`src/rtl/flash_seq.sv`:
```
module flash_seq #(
  parameter int LEN_W      = 8,
  parameter int PAGE_BYTES = 64
) (
  input  logic             clk,
  input  logic             rst_n,
  input  logic             req_valid,
  output logic             req_ready,
  input  logic [2:0]       req_op,
  input  logic [23:0]      req_addr,
  input  logic [LEN_W-1:0] req_len,
  input  logic [7:0]       wr_data,
  input  logic             wr_valid,
  output logic             wr_ready,
  output logic [7:0]       rd_data,
  output logic             rd_valid,
  output logic             busy,
  output logic             done,
  input  logic             cfg_sr_en_alt,
  input  logic             cfg_page_mode,
  input  logic [1:0]       cfg_erase_sel,
  input  logic [31:0]      cfg_erase_ops,
  output logic             spi_cs_n,
  output logic             spi_sck,
  output logic             spi_mosi,
  input  logic             spi_miso
);
  localparam int RD_MAX    = 1 << LEN_W;
  localparam int DAT_MAX   = (RD_MAX > PAGE_BYTES) ? RD_MAX : PAGE_BYTES;
  localparam int IDX_W     = $clog2(DAT_MAX + 6);

  localparam logic [2:0] OP_READ  = 3'd0;
  localparam logic [2:0] OP_FAST  = 3'd1;
  localparam logic [2:0] OP_PROG  = 3'd2;
  localparam logic [2:0] OP_ERASE = 3'd3;
  localparam logic [2:0] OP_CHIP  = 3'd4;
  localparam logic [2:0] OP_RDSR  = 3'd5;
  localparam logic [2:0] OP_WRSR  = 3'd6;
  localparam logic [2:0] OP_ID    = 3'd7;

  typedef enum logic [2:0] {F_IDLE, F_EN, F_MAIN, F_POLL, F_DONE} frame_t;

  frame_t           fr_q, next_fr;
  logic [2:0]       op_q;
  logic [23:0]      addr_q;
  logic [LEN_W-1:0] len_q;
  logic [7:0]       en_op_q, ers_op_q;
  logic             page_q;
  logic             cs_n_q, sck_q, shifting;
  logic [2:0]       bit_q;
  logic [IDX_W-1:0] idx_q, hdr_n, dat_n;
  logic [7:0]       tx_sh, rx_sh, opcode, byte_val, rd_data_q;
  logic             rd_valid_q, rx_dat, in_data, last_byte, can_start, start, needs_poll;

  assign needs_poll = (op_q == OP_PROG) || (op_q == OP_ERASE) || (op_q == OP_CHIP);

  always_comb begin
    opcode = 8'h05;
    hdr_n  = IDX_W'(1);
    dat_n  = '0;
    rx_dat = 1'b0;
    case (fr_q)
      F_EN:   opcode = en_op_q;
      F_POLL: begin dat_n = IDX_W'(1); rx_dat = 1'b1; end
      F_MAIN: begin
        case (op_q)
          OP_READ:  begin opcode = 8'h03; hdr_n = IDX_W'(4); dat_n = IDX_W'(len_q) + IDX_W'(1); rx_dat = 1'b1; end
          OP_FAST:  begin opcode = 8'h0B; hdr_n = IDX_W'(5); dat_n = IDX_W'(len_q) + IDX_W'(1); rx_dat = 1'b1; end
          OP_PROG:  begin opcode = 8'h02; hdr_n = IDX_W'(4); dat_n = page_q ? IDX_W'(PAGE_BYTES) : IDX_W'(1); end
          OP_ERASE: begin opcode = ers_op_q; hdr_n = IDX_W'(4); end
          OP_CHIP:  opcode = 8'hC7;
          OP_RDSR:  begin opcode = 8'h05; dat_n = IDX_W'(1); rx_dat = 1'b1; end
          OP_WRSR:  begin opcode = 8'h01; dat_n = IDX_W'(1); end
          default:  begin opcode = 8'h9F; dat_n = IDX_W'(3); rx_dat = 1'b1; end
        endcase
      end
      default: ;
    endcase
  end

  assign in_data   = idx_q >= hdr_n;
  assign last_byte = idx_q == (hdr_n + dat_n - IDX_W'(1));

  always_comb begin
    byte_val = 8'h00;
    if (idx_q == '0) byte_val = opcode;
    else if (!in_data) begin
      case (idx_q[2:0])
        3'd1:    byte_val = addr_q[23:16];
        3'd2:    byte_val = addr_q[15:8];
        3'd3:    byte_val = addr_q[7:0];
        default: byte_val = 8'h00;
      endcase
    end else if (!rx_dat) byte_val = wr_data;
  end

  always_comb begin
    case (fr_q)
      F_EN:    next_fr = F_MAIN;
      F_MAIN:  next_fr = needs_poll ? F_POLL : F_DONE;
      F_POLL:  next_fr = rx_sh[0] ? F_POLL : F_DONE;
      default: next_fr = F_DONE;
    endcase
  end

  assign can_start = !cs_n_q && !shifting;
  assign start     = can_start && (!(in_data && !rx_dat) || wr_valid);
  assign wr_ready  = can_start && in_data && !rx_dat;

  always_ff @(posedge clk or negedge rst_n) begin
    if (!rst_n) begin
      fr_q       <= F_IDLE;
      op_q       <= '0;
      addr_q     <= '0;
      len_q      <= '0;
      en_op_q    <= 8'h06;
      ers_op_q   <= '0;
      page_q     <= 1'b0;
      cs_n_q     <= 1'b1;
      sck_q      <= 1'b0;
      shifting   <= 1'b0;
      bit_q      <= '0;
      idx_q      <= '0;
      tx_sh      <= '0;
      rx_sh      <= '0;
      rd_data_q  <= '0;
      rd_valid_q <= 1'b0;
    end else begin
      rd_valid_q <= 1'b0;
      case (fr_q)
        F_IDLE: if (req_valid) begin
          op_q     <= req_op;
          addr_q   <= req_addr;
          len_q    <= req_len;
          page_q   <= cfg_page_mode;
          ers_op_q <= cfg_erase_ops[{cfg_erase_sel, 3'b000} +: 8];
          en_op_q  <= (req_op == OP_WRSR) ? (cfg_sr_en_alt ? 8'h60 : 8'h50) : 8'h06;
          fr_q     <= (req_op == OP_PROG || req_op == OP_ERASE || req_op == OP_CHIP ||
                       req_op == OP_WRSR) ? F_EN : F_MAIN;
        end
        F_DONE: fr_q <= F_IDLE;
        default: begin
          if (cs_n_q) begin
            cs_n_q <= 1'b0;
            idx_q  <= '0;
          end else if (start) begin
            tx_sh    <= byte_val;
            shifting <= 1'b1;
            bit_q    <= '0;
          end else if (shifting) begin
            if (!sck_q) begin
              sck_q <= 1'b1;
              rx_sh <= {rx_sh[6:0], spi_miso};
            end else begin
              sck_q <= 1'b0;
              if (bit_q == 3'd7) begin
                shifting <= 1'b0;
                idx_q    <= idx_q + IDX_W'(1);
                if (rx_dat && in_data && fr_q == F_MAIN) begin
                  rd_valid_q <= 1'b1;
                  rd_data_q  <= rx_sh;
                end
                if (last_byte) begin
                  cs_n_q <= 1'b1;
                  fr_q   <= next_fr;
                end
              end else begin
                bit_q <= bit_q + 3'd1;
                tx_sh <= {tx_sh[6:0], 1'b0};
              end
            end
          end
        end
      endcase
    end
  end

  assign req_ready = fr_q == F_IDLE;
  assign busy      = fr_q != F_IDLE;
  assign done      = fr_q == F_DONE;
  assign rd_valid  = rd_valid_q;
  assign rd_data   = rd_data_q;
  assign spi_cs_n  = cs_n_q;
  assign spi_sck   = sck_q;
  assign spi_mosi  = shifting ? tx_sh[7] : 1'b0;
endmodule

```
`config.mk`:
```
export PLATFORM = sky130hd
export DESIGN_NAME = flash_seq
export DESIGN_NICKNAME = d
export VERILOG_FILES = /design/src/rtl/flash_seq.sv
export SDC_FILE = /design/constraint.sdc
export NUM_CORES = 1
export LEC_CHECK = 0
export BUFFER_PORTS_ARGS = -buffer_cell sky130_fd_sc_hd__clkbuf_2
export CAP_MARGIN = 20
export CORE_ASPECT_RATIO = 1.25
export CORE_MARGIN = 2
export CORE_UTILIZATION = 25
export DETAILED_ROUTE_END_ITERATION = 8
export HOLD_SLACK_MARGIN = 0.02
export PLACE_DENSITY_LB_ADDON = 0.05
export SLEW_MARGIN = 20
export SYNTH_ARGS = -nofsm -noshare
export SYNTH_HDL_FRONTEND = slang
export SYNTH_SLANG_ARGS = --single-unit
```
`constraint.sdc`:
```
create_clock -name clk -period 9.2 [get_ports clk]
set_input_delay 0.46 -clock clk [delete_from_list [all_inputs] [get_ports clk]]
set_output_delay 0.46 -clock clk [all_outputs]
set_load 0.01 [all_outputs]
```
==> summary.txt, run 1 <==
Timing
  • Final setup vio count: 0
  • Fin crit period: 4.15 ns
  • RSZ-0062 raised after global routing: false
  • Max Freq: 0.241 GHz
  • Slew Viols, Final: 0
  • Fin. Hold Viols: 0
  • Final Cycle Share: 0.451
  • Clock skew: 0.0100 ns
  • Least-Margin Pin Slew: 1.03 ns
  • Setup tns final: 0 ns
  • Slew HR: 0.309

Finish
  • Finished Cell Area: 6410 sq um
  • Fillers: 2241
  • Share of post-route cells with drive strength above 1: 0.236
  • Final net count: 780
  • Area Overhead vs Synth: 20.1%
  • Antenna cells: 0

Clocking
  • CTS root buffer: clkbuf_16
  • Post-CTS sizing: 0
  • H-tree depth: 3
  • Hold_buf cts: 0
  • # clock sinks: 91
  • # Post-CTS Setup Buffers: 0
  • Reg clk slew, reported paths: 0.07 ns
  • Num CTS Buffers: 9
  • CTS max path bufs: 2
  • CTS tree: done
  • Worst skew pair latency: 0.35 ns

Placement
  • RD Place Congestion: 0.759
  • Detail Placement HPWL: 11.8 mm
  • Buffers on Ports: 99
  • Placed Instance Area: 6100 sq um

Setup path
  • Critical Path Start Type: register
  • Critical R2R Launch: fr_q[0]$_DFFE_PN0P_
  • Setup CP Type: reg -> out
  • Arr. time, crit path: 3.69 ns
  • R2R cell count: 10
  • Largest fanout on the critical path: 14
  • Flop2flop setup slack: 5.14 ns
  • Reg2reg end: bit_q[0]$_DFFE_PN0P_
  • Required time of the critical path: 8.74 ns
  • Crit. End Element: output port

Yosys
  • Most frequent cell after synthesis: nand2_1
  • Seq/Total Area, Yosys: 0.427
  • Synth top area share: 0.417
  • Cells after Synth: 589
  • Synth async-reset ratio: 1.00
  • Synth area leader: dfrtp_1
  • Syn Area/Cell: 9.06 sq um
  • FF+latch count, synth: 91
  • Synth top cells by count: nand2_1, dfrtp_1, nor2_1
  • Area of the mapped netlist: 5340 sq um
  • Top post-synthesis cells by area: dfrtp_1, nand2_1, ha_1, mux2_2, mux4_2
  • Unique masters post-synth: 68
  • YS warnings: 0
  • Synth Net Count: 693
  • Post-synth EDFFs: 0
  • Primary FF master, synth: dfrtp_1

Power
  • P_sw: 0.455 mW
  • Leak Pwr: 3.12 nW
  • Seq pwr share: 0.409
  • Clock Power Share: 0.294
  • Internal: 0.833 mW
  • Power per cell area: 201 nW/um^2
  • Comb power frac: 0.297
  • Worst vdd ir: 0.000101 V
  • Switching Fraction: 0.353

Drt
  • Wire per inst: 16.4 microns
  • Vias per cell: 4.74
  • Initial DRC count: 191
  • DR DRC count: 0
  • Antenna-violating nets left: 0
  • WL final: 15.7 mm
  • Drt first pass iters: 5
  • Vias: 4525

Flow run
  • Max cap viols: 0

GRT
  • Initial antenna violation count: 0
  • Largest net degree at the start of global routing: 49
  • First-pass GRT wire length: 25.7 mm
  • Total grt overflow: 0
  • Vias in the first global route: 4743
  • Global Route Usage Sum: 0.146

Hold path
  • Hold WC Path Type: in -> async

Die
  • I/O pin total: 100
  • Chip Width: 135 microns
  • Starting Density: 0.255
  • Row cnt: 59
  • Core area: 20900 sq um
  • DIE AREA: 22500 sq um
  • Die height: 167 microns

Run status
  • Status: complete, no violations
[worst max path at each step]
stage	from	endpoint	slack (ns)	cells past startpoint
after floorplan	fr_q[2]$_DFFE_PN0P_	fr_q[1]$_DFFE_PN0P_	5.81	13
after global placement	fr_q[0]$_DFFE_PN0P_	bit_q[0]$_DFFE_PN0P_	5.34	10
after detailed placement	fr_q[0]$_DFFE_PN0P_	bit_q[0]$_DFFE_PN0P_	5.19	10
after CTS	fr_q[0]$_DFFE_PN0P_	wr_ready	5.00	9
after global routing	fr_q[1]$_DFFE_PN0P_	wr_ready	4.70	9
final	fr_q[0]$_DFFE_PN0P_	wr_ready	5.05	9
[layout by cell type, fill, tap and decap left out, drive strengths merged, types with 6 or more instances in the layout]
cell type	Yosys	routed
clkbuf	17	108
a21oi	31	31
nand2b	10	10
nor2	41	41
nor3	6	6
mux4	8	8
o211ai	8	8
dfrtp	89	89
xor2	16	16
ha	19	19
mux2	18	18
xnor2	8	8
inv	21	25
and2	6	6
nand3	17	17
a222oi	7	7
o21ai	21	21
nand2	154	154
[stage by stage]
stage	util	instances	power (mW)	hold WS (ns)	setup slack (ns)
floorplan	-	589	0.798	0.164	5.81
global placement	0.292	939	0.917	0.459	5.34
detailed placement	0.292	939	0.921	0.464	5.19
CTS	0.306	955	1.31	0.138	5.00
global route	0.307	955	1.38	0.164	4.70
finish	0.307	955	1.29	0.117	5.05
[registers in the layout (all words and copies together) (netlist names), 3 cells and up]
register and cells:
addr_q 24, bit_q 3, en_op_q 4, ers_op_q 8
fr_q 3, idx_q 9, len_q 8, op_q 3
rd_data 8, rx_sh 8, tx_sh 8
[critical path, cell delays in order, from the launching register on]
cell	delay, ns
dfrtp_1	0.55
or3b_2	0.58
nor2_1	0.25
o21ai_0	0.19
ha_1	0.29
or3b_1	0.38
a2111o_1	0.63
o21ai_2	0.21
nor3_1	0.11
clkbuf_2	0.15
[cells by family (layout without fill, tap and decap cells)]
group / Yosys count / count (layout) / synth area share
multiplexers: 26 / 26 / 0.0717
AND/OR/NAND/NOR: 263 / 263 / 0.220
flip-flops: 91 / 91 / 0.427
buffers and inverters: 48 / 140 / 0.0359
AO/OA/AOI/OAI: 116 / 116 / 0.154
XOR/XNOR: 25 / 25 / 0.0436
adder cells (fa/ha/maj): 20 / 20 / 0.0483
[power groups by stage]
stage          logic (mW)  clock network (mW)  registers, mW
4_1_cts             0.389               0.399          0.527
2_1_floorplan       0.293                   0          0.505
3_5_place_dp        0.387                   0          0.534
3_3_place_gp        0.384                   0          0.533
6_report            0.383               0.379          0.526
5_1_grt             0.432               0.412          0.536
[cell type report]
| cell class | count | area (sq um) | share of cell area |
|---|---|---|---|
| Clock buffer | 10 | 239 | 0.0373 |
| Clock inverter | 6 | 65.1 | 0.0102 |
| Inverter | 21 | 78.8 | 0.0123 |
| Multi-Input combinational cell | 450 | 2880 | 0.449 |
| Sequential cell | 91 | 2280 | 0.356 |
| Tap cell | 274 | 343 | 0.0535 |
| Timing Repair Buffer | 103 | 528 | 0.0824 |
[metal layers]
metal,vias up,track usage,part of all wire
met5,-,0,0
met2,84,0.247,0.50
met4,0,0.0407,0.013
met3,12,0.0300,0.038
met1,2195,0.188,0.45
li1,2234,-,-
Power figures use the tool's default switching activity.
==> inputs of run 2 (changes only) <==
clock period = 3.3 ns   (was 9.2 ns; I/O delays follow)
==> summary.txt, run 2 (synthesis results as in run 1) <==
Setup path
  • Arr. time, crit path: 3.43 ns (was 3.69 ns)
  • Setup CP Type: reg -> reg (was reg -> out)
  • Cells along the critical path: and3_1 > nand3_1 > xor2_1 > o21ai_1 > nand2_1 > inv_1 > ha_1 > xor2_1 > or3_1 > o32ai_1 > a311oi_1 > buf_4 > or4_1 > nand3_1 (was or3b_2 > nor2_1 > o21ai_0 > ha_1 > or3b_1 > a2111o_1 > o21ai_2 > nor3_1 > clkbuf_2)
  • CP max stage delay: 0.51 ns (was 0.63 ns)
  • Largest fanout on the critical path: 6 (was 14)
  • Critical Path Slowest Stage Cell: or4_1 (was a2111o_1)
  • Required time of the critical path: 3.59 ns (was 8.74 ns)
  • Crit. End Element: register (was output port)
  • Critical Path Start Type: register (unchanged)

Timing
  • Slew Viols, Final: 0 (unchanged)
  • Least-Margin Pin Slew: 0.771 ns (was 1.03 ns)
  • Clock skew: 0.00828 ns (was 0.0100 ns)
  • Fin crit period: 3.14 ns
  • Slew HR: 0.483 (was 0.309)
  • Hold Worst Slack: 0.0412 ns (was 0.117 ns)
  • Max Freq: 0.319 GHz
  • Setup tns final: 0 ns (unchanged)
  • RSZ-0062 raised after global routing: true (was false)
  • Final Cycle Share: 0.951
  • Fin. Hold Viols: 0 (unchanged)
  • Final setup vio count: 0 (unchanged)

Finish
  • Fillers: 2181 (was 2241)
  • Commonest non-fill, non-tap cells in the layout: nand2_1, clkbuf_2, dfrtp_1, nor2_1, dlygate4sd3_1 (was nand2_1, clkbuf_2, dfrtp_1, nor2_1, a21oi_1)
  • Multi-input combinational cell area: 3020 sq um (was 2880 sq um)
  • Most common cell after layout, fill and taps aside: nand2_1 (unchanged)
  • Number of flip-flops in the largest register: 24 (unchanged)
  • Area Overhead vs Synth: 33.8% (was 20.1%)
  • Share of post-route cells with drive strength above 1: 0.295 (was 0.236)
  • Reg with most FFs: addr_q (unchanged)
  • Reg area: 2280 sq um (about the same)
  • Non-Filler Instances: 1022 (was 955)
  • Final net count: 847 (was 780)
  • Antenna cells: 0 (unchanged)
  • Regs by FF count: addr_q x24, idx_q x9 (unchanged)

Drt
  • Antenna-violating nets left: 0 (unchanged)
  • Initial DRC count: 254 (was 191)
  • WL final: 15.9 mm (was 15.7 mm)
  • Wire per inst: 15.5 microns (was 16.4 microns)
  • Vias per cell: 4.63 (was 4.74)
  • DR DRC count: 0 (unchanged)
  • Vias: 4733 (was 4525)
  • Drt first pass iters: 5 (unchanged)

Clocking
  • Num CTS Buffers: 9 (unchanged)
  • Reg clk slew, reported paths: 0.07 ns (about the same)
  • H-tree depth: 3 (unchanged)
  • CTS root buffer: clkbuf_16 (unchanged)
  • CTS tree: done (unchanged)
  • CTS max path bufs: 2 (unchanged)
  • Worst skew pair latency: 0.36 ns (was 0.35 ns)
  • # clock sinks: 91 (unchanged)

Power
  • Worst vdd ir: 0.000265 V (was 0.000101 V)
  • Power per cell area: 518 nW/um^2 (was 201 nW/um^2)
  • Leak Pwr: 3.44 nW (was 3.12 nW)

GRT
  • Global Route Usage Sum: 0.150 (was 0.146)
  • Largest net degree at the start of global routing: 75 (was 49)
  • Total grt overflow: 0 (unchanged)
  • First-pass GRT wire length: 26.6 mm (was 25.7 mm)
  • Vias in the first global route: 4959 (was 4743)
  • Initial antenna violation count: 0 (unchanged)

Die
  • DIE AREA: 22500 sq um (unchanged)
  • Chip Width: 135 microns (unchanged)
  • Starting Density: 0.255 (unchanged)
  • Row cnt: 59 (unchanged)
  • I/O pin total: 100 (unchanged)
  • Core area: 20900 sq um (unchanged)
  • Die height: 167 microns (unchanged)

Placement
  • Detail Placement HPWL: 12.1 mm (was 11.8 mm)
  • Placed cells: 968 (was 939)
  • Buffers on Ports: 99 (unchanged)
  • RD Place Congestion: 0.775 (was 0.759)

Flow run
  • Max cap viols: 0 (unchanged)

Run status
  • Status: complete, no violations (unchanged)

Hold path
  • Hold WC Path Type: in -> reg (was in -> async)
[run 2: cell types whose count changed in the layout (fill, tap and decap cells not counted), sizes merged]
cell,before,now
buf,5,37
clkbuf,108,107
clkinv,2,1
clkinvlp,0,2
dlygate4sd3,0,35
[run 2: stage by stage]
stage | utilization | worst slack (ns) | area (sq um) | total power [mW]
detailed placement | 0.303 | -0.0517 | 6330 | 2.63
global route | 0.342 | -0.0268 | 7140 | 3.99
global placement | 0.303 | 0.0119 | 6330 | 2.61
CTS | 0.335 | 0.00435 | 7000 | 3.73
finish | 0.342 | 0.161 | 7140 | 3.70
floorplan | - | 0.00537 | 5360 | 2.23
[run 2: what timing repair did]
item                                    in CTS  in global routing
endpoints found under the setup margin       3                  6
hold endpoints to repair                    40                  0
resized for setup                            5                 28
pin swaps                                    3                 11
setup buffers                                0                  3
hold buffers                                35                  0
[run 2: worst paths after layout]
path,startpoint,to,slack [ns],cells after the start
worst max-delay path,len_q[4]$_DFFE_PN0P_,fr_q[1]$_DFFE_PN0P_,0.16,14
worst min-delay path,spi_miso,rx_sh[0]$_DFFE_PN0P_,0.04,2
worst max register to register,len_q[4]$_DFFE_PN0P_,fr_q[1]$_DFFE_PN0P_,0.16,14
worst min register to register,en_op_q[5]$_DFFE_PN0P_,en_op_q[5]$_DFFE_PN0P_,0.48,2
max in group asynchronous,rst_n,bit_q[2]$_DFFE_PN0P_,2.12,3
min in group asynchronous,rst_n,len_q[6]$_DFFE_PN0P_,0.38,2
[run 2: area by class of cell]
class,count,area share
clock inverter,7,0.00841
multi-input combinational,450,0.422
clock buffer,9,0.0315
inverter,21,0.0110
timing repair buffer,170,0.159
tap,274,0.0480
sequential,91,0.320
[run 2: worst max-delay path, delay by kind of cell (launching register included)]
kind | cells | cell delay [ns]
AND/OR/NAND/NOR | 6 | 1.35
flip-flops | 1 | 0.43
XOR/XNOR | 2 | 0.38
adder cells (fa/ha/maj) | 1 | 0.34
AO/OA/AOI/OAI | 3 | 0.33
buffers and inverters | 2 | 0.25
[run 2: report_power, final]
group          switching [mW]  internal [mW]
logic                   0.651          0.579
registers               0.147           1.30
clock network           0.499          0.526
[run 2: metal layers]
layer  part of all wire  vias to the layer above  GRT usage
li1                   -                     2370          -
met1               0.46                     2284      0.193
met2               0.51                       71      0.258
met3              0.025                        8     0.0263
met4              0.011                        0     0.0412
met5                  0                        -          0
